### src/rtl/segchk_pkg.sv
package segchk_pkg;

  localparam int SEL_W  = 16;
  localparam int TYPE_W = 5;
  localparam int PL_W   = 2;
  localparam int ATTR_W = TYPE_W + PL_W + 1;

  localparam logic [2:0] TGT_ES = 3'd0;
  localparam logic [2:0] TGT_CS = 3'd1;
  localparam logic [2:0] TGT_SS = 3'd2;
  localparam logic [2:0] TGT_DS = 3'd3;
  localparam logic [2:0] TGT_FS = 3'd4;
  localparam logic [2:0] TGT_GS = 3'd5;

  typedef enum logic [2:0] {
    FC_NONE = 3'd0,
    FC_GP   = 3'd1,
    FC_SS   = 3'd2,
    FC_NP   = 3'd3,
    FC_UD   = 3'd4
  } fclass_e;

  // descriptor type bit positions
  localparam int TB_CODEDATA = 4;
  localparam int TB_CODE     = 3;
  localparam int TB_CONF     = 2;
  localparam int TB_RW       = 1;

  function automatic logic tgt_is_data_reg(input logic [2:0] t);
    return (t == TGT_ES) || (t == TGT_DS) || (t == TGT_FS) || (t == TGT_GS);
  endfunction

  function automatic logic ty_data(input logic [TYPE_W-1:0] ty);
    return ty[TB_CODEDATA] && !ty[TB_CODE];
  endfunction

  function automatic logic ty_writable_data(input logic [TYPE_W-1:0] ty);
    return ty_data(ty) && ty[TB_RW];
  endfunction

  function automatic logic ty_readable_code(input logic [TYPE_W-1:0] ty);
    return ty[TB_CODEDATA] && ty[TB_CODE] && ty[TB_RW];
  endfunction

  function automatic logic ty_nonconf_code(input logic [TYPE_W-1:0] ty);
    return ty[TB_CODEDATA] && ty[TB_CODE] && !ty[TB_CONF];
  endfunction

endpackage

### src/rtl/seg_rule_eval.sv
module seg_rule_eval
  import segchk_pkg::*;
#(
  parameter int SEL_W  = 16,
  parameter int TYPE_W = 5,
  parameter int PL_W   = 2
) (
  input  logic [2:0]        target,
  input  logic              sel_null,
  input  logic [PL_W-1:0]   rpl,
  input  logic [PL_W-1:0]   cpl,
  input  logic              long_mode,
  input  logic              lim_exceed,
  input  logic [TYPE_W-1:0] dtype,
  input  logic [PL_W-1:0]   dpl,
  input  logic              present,
  output fclass_e           fclass,
  output logic              code_uses_sel,
  output logic              gp_stack_hit,
  output logic              gp_data_hit,
  output logic              priv_hit
);
  localparam logic [PL_W-1:0] PL_MAX = '1;

  logic ss_null_bad;

  always_comb begin
    priv_hit     = (ty_data(dtype) || ty_nonconf_code(dtype)) &&
                   (rpl > dpl) && (cpl > dpl);
    gp_stack_hit = lim_exceed || (rpl != cpl) ||
                   !ty_writable_data(dtype) || (dpl != cpl);
    gp_data_hit  = lim_exceed ||
                   !(ty_data(dtype) || ty_readable_code(dtype)) || priv_hit;
    ss_null_bad  = !long_mode || (cpl == PL_MAX) || (rpl != cpl);
  end

  always_comb begin
    fclass        = FC_NONE;
    code_uses_sel = 1'b0;
    if (target == TGT_SS) begin
      if (sel_null) begin
        if (ss_null_bad) fclass = FC_GP;
      end else if (gp_stack_hit) begin
        fclass        = FC_GP;
        code_uses_sel = 1'b1;
      end else if (!present) begin
        fclass        = FC_SS;
        code_uses_sel = 1'b1;
      end
    end else if (tgt_is_data_reg(target)) begin
      if (!sel_null) begin
        if (gp_data_hit) begin
          fclass        = FC_GP;
          code_uses_sel = 1'b1;
        end else if (!present) begin
          fclass        = FC_NP;
          code_uses_sel = 1'b1;
        end
      end
    end else begin
      fclass = FC_UD;
    end
  end
endmodule

### config.mk
export PLATFORM = sky130hd
export DESIGN_NAME = seg_rule_eval
export DESIGN_NICKNAME = d
export VERILOG_FILES = /design/src/rtl/segchk_pkg.sv /design/src/rtl/seg_rule_eval.sv
export SDC_FILE = /design/constraint.sdc
export NUM_CORES = 1
export LEC_CHECK = 0
export ABC_AREA = 0
export BUFFER_PORTS_ARGS = -buffer_cell sky130_fd_sc_hd__buf_2
export CORE_AREA = 2 2 39 41
export DETAILED_ROUTE_END_ITERATION = 10
export DIE_AREA = 0 0 41 43
export PLACE_DENSITY_LB_ADDON = 0.1
export SLEW_MARGIN = 20
export SYNTH_ARGS = -nofsm -noshare
export SYNTH_HDL_FRONTEND = slang
export SYNTH_SLANG_ARGS = --single-unit
### constraint.sdc
create_clock -name vclk -period 1.7
set_input_delay 0.255 -clock vclk [all_inputs]
set_output_delay 0.255 -clock vclk [all_outputs]
set_load 0.02 [all_outputs]
# Word-level counts from Yosys, hierarchy flattened
# Cells that the tools add are included.
[classes]
n_reduce_logical = 25
magnitude_cmp = 2
mux = 16
n_eq_ne = 7
[op_table]
columns = ["cell", "count"]
rows = [
  ["$logic_or 1x1->1", 12],
  ["$mux 2", 5],
  ["$mux 3", 3],
  ["$mux 1", 8],
  ["$logic_and 1x1->1", 7],
  ["$eq 3x2->1 const B", 2],
  ["$eq 3x3->1 const B", 2],
  ["$logic_not 1->1", 5],
  ["$gt 2x2->1", 2],
  ["$ne 2x2->1", 2],
  ["$logic_not 3->1", 1],
  ["$eq 2x2->1 const B", 1],
]
[word_totals]
word_cells = 50
register_bits = 0
inputBits = 18

# Logic depth before layout (Yosys ltp)
[depth]
ltp_word = 10
ltp_mapped = 6

# Least setup slack after synthesis
# OpenSTA, ideal clock, no wires.
[synth_path]
path_kind = "input port to output port"
startpoint = "in dpl[1]"
endpoint = "out code_uses_sel"
path_stages = 6
required_time_ns = 1.445
arrival_time_ns = 1.615
setup_slack_ns = -0.170
path_cell_list = "inv_1 ha_1 a22oi_1 nand3_1 o21ai_1 a211o_1"
[synth_between]
elab_chain_len = 8
[synth_lines]
columns = ["element", "line", "text"]
rows = [
  ["start: declaration", "seg_rule_eval.sv:15", "input logic [PL_W-1:0] dpl,"],
  ["$gt 2x2->1", "seg_rule_eval.sv:29", "(rpl > dpl) && (cpl > dpl);"],
  ["$logic_and 1x1->1", "seg_rule_eval.sv:28", "priv_hit = (ty_data(dtype) || ty_nonconf_code(dtype)) &&"],
  ["$logic_and 1x1->1 (*)", "seg_rule_eval.sv:29", ""],
  ["$logic_or 1x1->1 (*)", "seg_rule_eval.sv:33", "!(ty_data(dtype) || ty_readable_code(dtype)) || priv_hit;"],
  ["net gp_data_hit", "seg_rule_eval.sv:20", "output logic gp_data_hit,"],
  ["$mux 1 (*)", "seg_rule_eval.sv:52", "if (gp_data_hit) begin"],
  ["$mux 1 (*)", "seg_rule_eval.sv:51", "if (!sel_null) begin"],
  ["$mux 1 (*)", "seg_rule_eval.sv:50", "end else if (tgt_is_data_reg(target)) begin"],
  ["$mux 1 (*)", "seg_rule_eval.sv:40", "if (target == TGT_SS) begin"],
  ["end: declaration", "seg_rule_eval.sv:18", "output logic code_uses_sel,"],
]
# The timed path passes the listed nets; every way through them passes the cells marked *.

# Worst setup path after layout
[layout_path]
startpoint = "in dpl[1]"
endpoint = "out code_uses_sel"
[layout_between]
elab_chain_len = 8
[layout_lines]
columns = ["element", "line"]
rows = [
  ["$gt 2x2->1", "seg_rule_eval.sv:29"],
  ["$logic_and 1x1->1", "seg_rule_eval.sv:28"],
  ["$logic_and 1x1->1", "seg_rule_eval.sv:29"],
  ["$logic_or 1x1->1", "seg_rule_eval.sv:33"],
  ["$mux 1", "seg_rule_eval.sv:52"],
  ["$mux 1", "seg_rule_eval.sv:51"],
  ["$mux 1", "seg_rule_eval.sv:50"],
  ["$mux 1 (*)", "seg_rule_eval.sv:40"],
]
# Mark *: on every way between the ends. The rest lies on a longest branch, timed or not.

==> flow_summary.ini <==
[route]
num_vias = 442
drtIter0Drc = 3
drt-total-wl_um = 972
first_pass_iters = 3
wl_per_cell_um = 10.8
ant_nets = 0
viasPerCell = 4.91
drc = 0

[grt]
grt-ovfl-total = 0
grt_max_degree = 7
grt_pass1_vias = 431
grt_pass1_wl_mm = 1.67
grt_use_total_pct = 12.7
antenna_found_initial = 0

[worst_setup_path]
crit_required_ns = 1.44
crit_chain = buf_8, inv_6, ha_4, nor2b_4, o22ai_2, buf_4, o21ai_2, a211o_1, buf_6
crit_family = compound AO/OA/AOI/OAI gates
startpoint = dpl[1]
cp_slowest_stage_delay_ns = 0.28
critPathArrivalTime_ns = 1.52
crit_buf_inv = 4
crit_path_start_kind = input port
cp_slowest_cell = a211o_1
crit_fanout = 4
critPathKind = input port to output pin
cp-end-kind = output pin

[synth]
synth_area_sq_um = 314
syn_nets = 66
synth_compound_area_share_pct = 33.1
yosys-top-cells-area = ha_1 16%, a2111oi_4 8.8%, nor3_1 6.4%
synthAdderAreaFrac_pct = 15.9
synth_top_area_share_pct = 15.9
syn-mean-instance-area_sq_um = 7.14
yosysSeqAreaShare_pct = 0
yosysUniqueCellTypes = 26
synth_cells = 44
synth_top_family_by_area = simple AND/OR/NAND/NOR gates
yosys.area.top_type = ha_1
synth_xor_area_share_pct = 5.58
synth_warnings = 0
synthSimpleGateAreaFrac_pct = 39.4
yosysMostFrequentCell = inv_1
ys_top_cells_by_count = 5 x inv_1, 4 x ha_1, 4 x nand2_1, 4 x nor3_1, 3 x nor2_1
muxShareOfSynthArea_pct = 0

[finish]
design_area_sq_um = 678
drive_gt1_share_pct = 66.2
area_growth_pct = 116
fillers = 138
nClkBuffers = 0
antenna_cells = 0
nNetsFinal = 98
regArea_sq_um = 0
numSequentialCells = 0

[die]
dieArea_sq_um = 1760
initial_core_util_pct = 22.7
io_pins = 25
rows = 14
die_w_um = 41
core_area_sq_um = 1380
chipHeight_um = 43

[sta]
fmax_mhz = 564
tightest_slew_ns = 0.329
rsz0062_at_grt = yes
finalCritPeriodShare_pct = 104
finalMaxSlewViolations = 0
period_minus_slack_ns = 1.77
fin_ws_ns = -0.0728
fin_tns_setup_ns = -0.125
final_hold_viol_count = 0
setup_viol = 3
slew_headroom_pct = 78.1
hold_slack_ns = 0.918

[placed_design]
dp_hpwl_um = 782
place.gp.congestion = 0.669
pre_cts_slack_ns = -0.223
port_buffers = 24
placed_area_sq_um = 500

[power_and_ir_drop]
p_per_area_nw_per_um2 = 275
leakage_nw = 0.296
vdd_drop_max_uv = 108

[job]
drv_cap = 0

[worst_hold_path]
hp-class = input port to output pin
whs_endpoint = fclass[1]
holdCritStartpoint = present
hold_depth = 5

[status]
status = complete, but fails checks
violations = setup timing

[clock_network]
ctsHoldBuffers = 0
## kinds of logic (layout without fill, tap and decap cells)
| group | Yosys count | count (layout) |
|---|---|---|
| buffers and inverters | 5 | 35 |
| xor gates and xnor gates | 2 | 2 |
| and+or+nand+nor | 21 | 21 |
| adders and majority gates | 4 | 4 |
| AOI/OAI and AO/OA | 12 | 12 |
## cell type report
class | count | area (sq um) | area share [%]
Timing Repair Buffer | 30 | 228 | 33.6
Inverter | 5 | 23.8 | 3.51
Multi-Input combinational cell | 39 | 407 | 60.0
Tap cell | 16 | 20.0 | 2.95
## how the worst max path moves through the flow
stage / cells past startpoint / slack (ns) / end
5_1_grt: 9 / -0.15 / code_uses_sel
3_5_place_dp: 7 / -0.22 / fclass[0]
2_1_floorplan: 6 / -0.07 / code_uses_sel
3_3_place_gp: 7 / -0.21 / fclass[0]
4_1_cts: 8 / -0.11 / fclass[0]
6_report: 9 / -0.07 / code_uses_sel
## placed cells by master, fill, tap and decap left out, types with 2 or more instances in the layout
| cell | count |
|---|---|
| ha_4 | 3 |
| nor2_1 | 2 |
| buf_2 | 16 |
| nand2_1 | 3 |
| buf_6 | 6 |
| nor3_1 | 3 |
| buf_4 | 6 |
| o22ai_2 | 2 |
| inv_1 | 3 |
## tightest hold or removal path: stages
cell	delay, ns
buf_2	0.12
a2111oi_4	0.06
nand2_2	0.05
o22ai_2	0.05
buf_6	0.13
## metrics by stage
stage	total power, mW	utilization [%]	instances
floorplan	0.0740	-	44
global placement	0.131	36.2	88
detailed placement	0.130	36.2	88
CTS	0.177	45.8	91
global route	0.206	49.0	90
finish	0.187	49.0	90
## routing by layer
| metal | track usage, % | up-vias | share of wire (%) | wire length [um] |
|---|---|---|---|---|
| met5 | 0 | - | 0 | 0 |
| met4 | 0 | 0 | 0 | 0 |
| met3 | 0.524 | 0 | 6.5 | 63 |
| met2 | 23.8 | 13 | 54 | 527 |
| met1 | 15.9 | 199 | 39 | 382 |
| li1 | - | 230 | - | - |
## repair_timing
item	CTS	global route
setup endpoints to repair	4	5
pin swaps	6	4
buffers inserted	3	0
resized for setup	22	13
## where the power goes
part	internal, mW	switching, mW	leakage, nW
Clock	0	0	0
Sequential	0	0	0
Combinational	0.0972	0.0895	0.296
No activity file was read; power rests on OpenSTA's default activity.
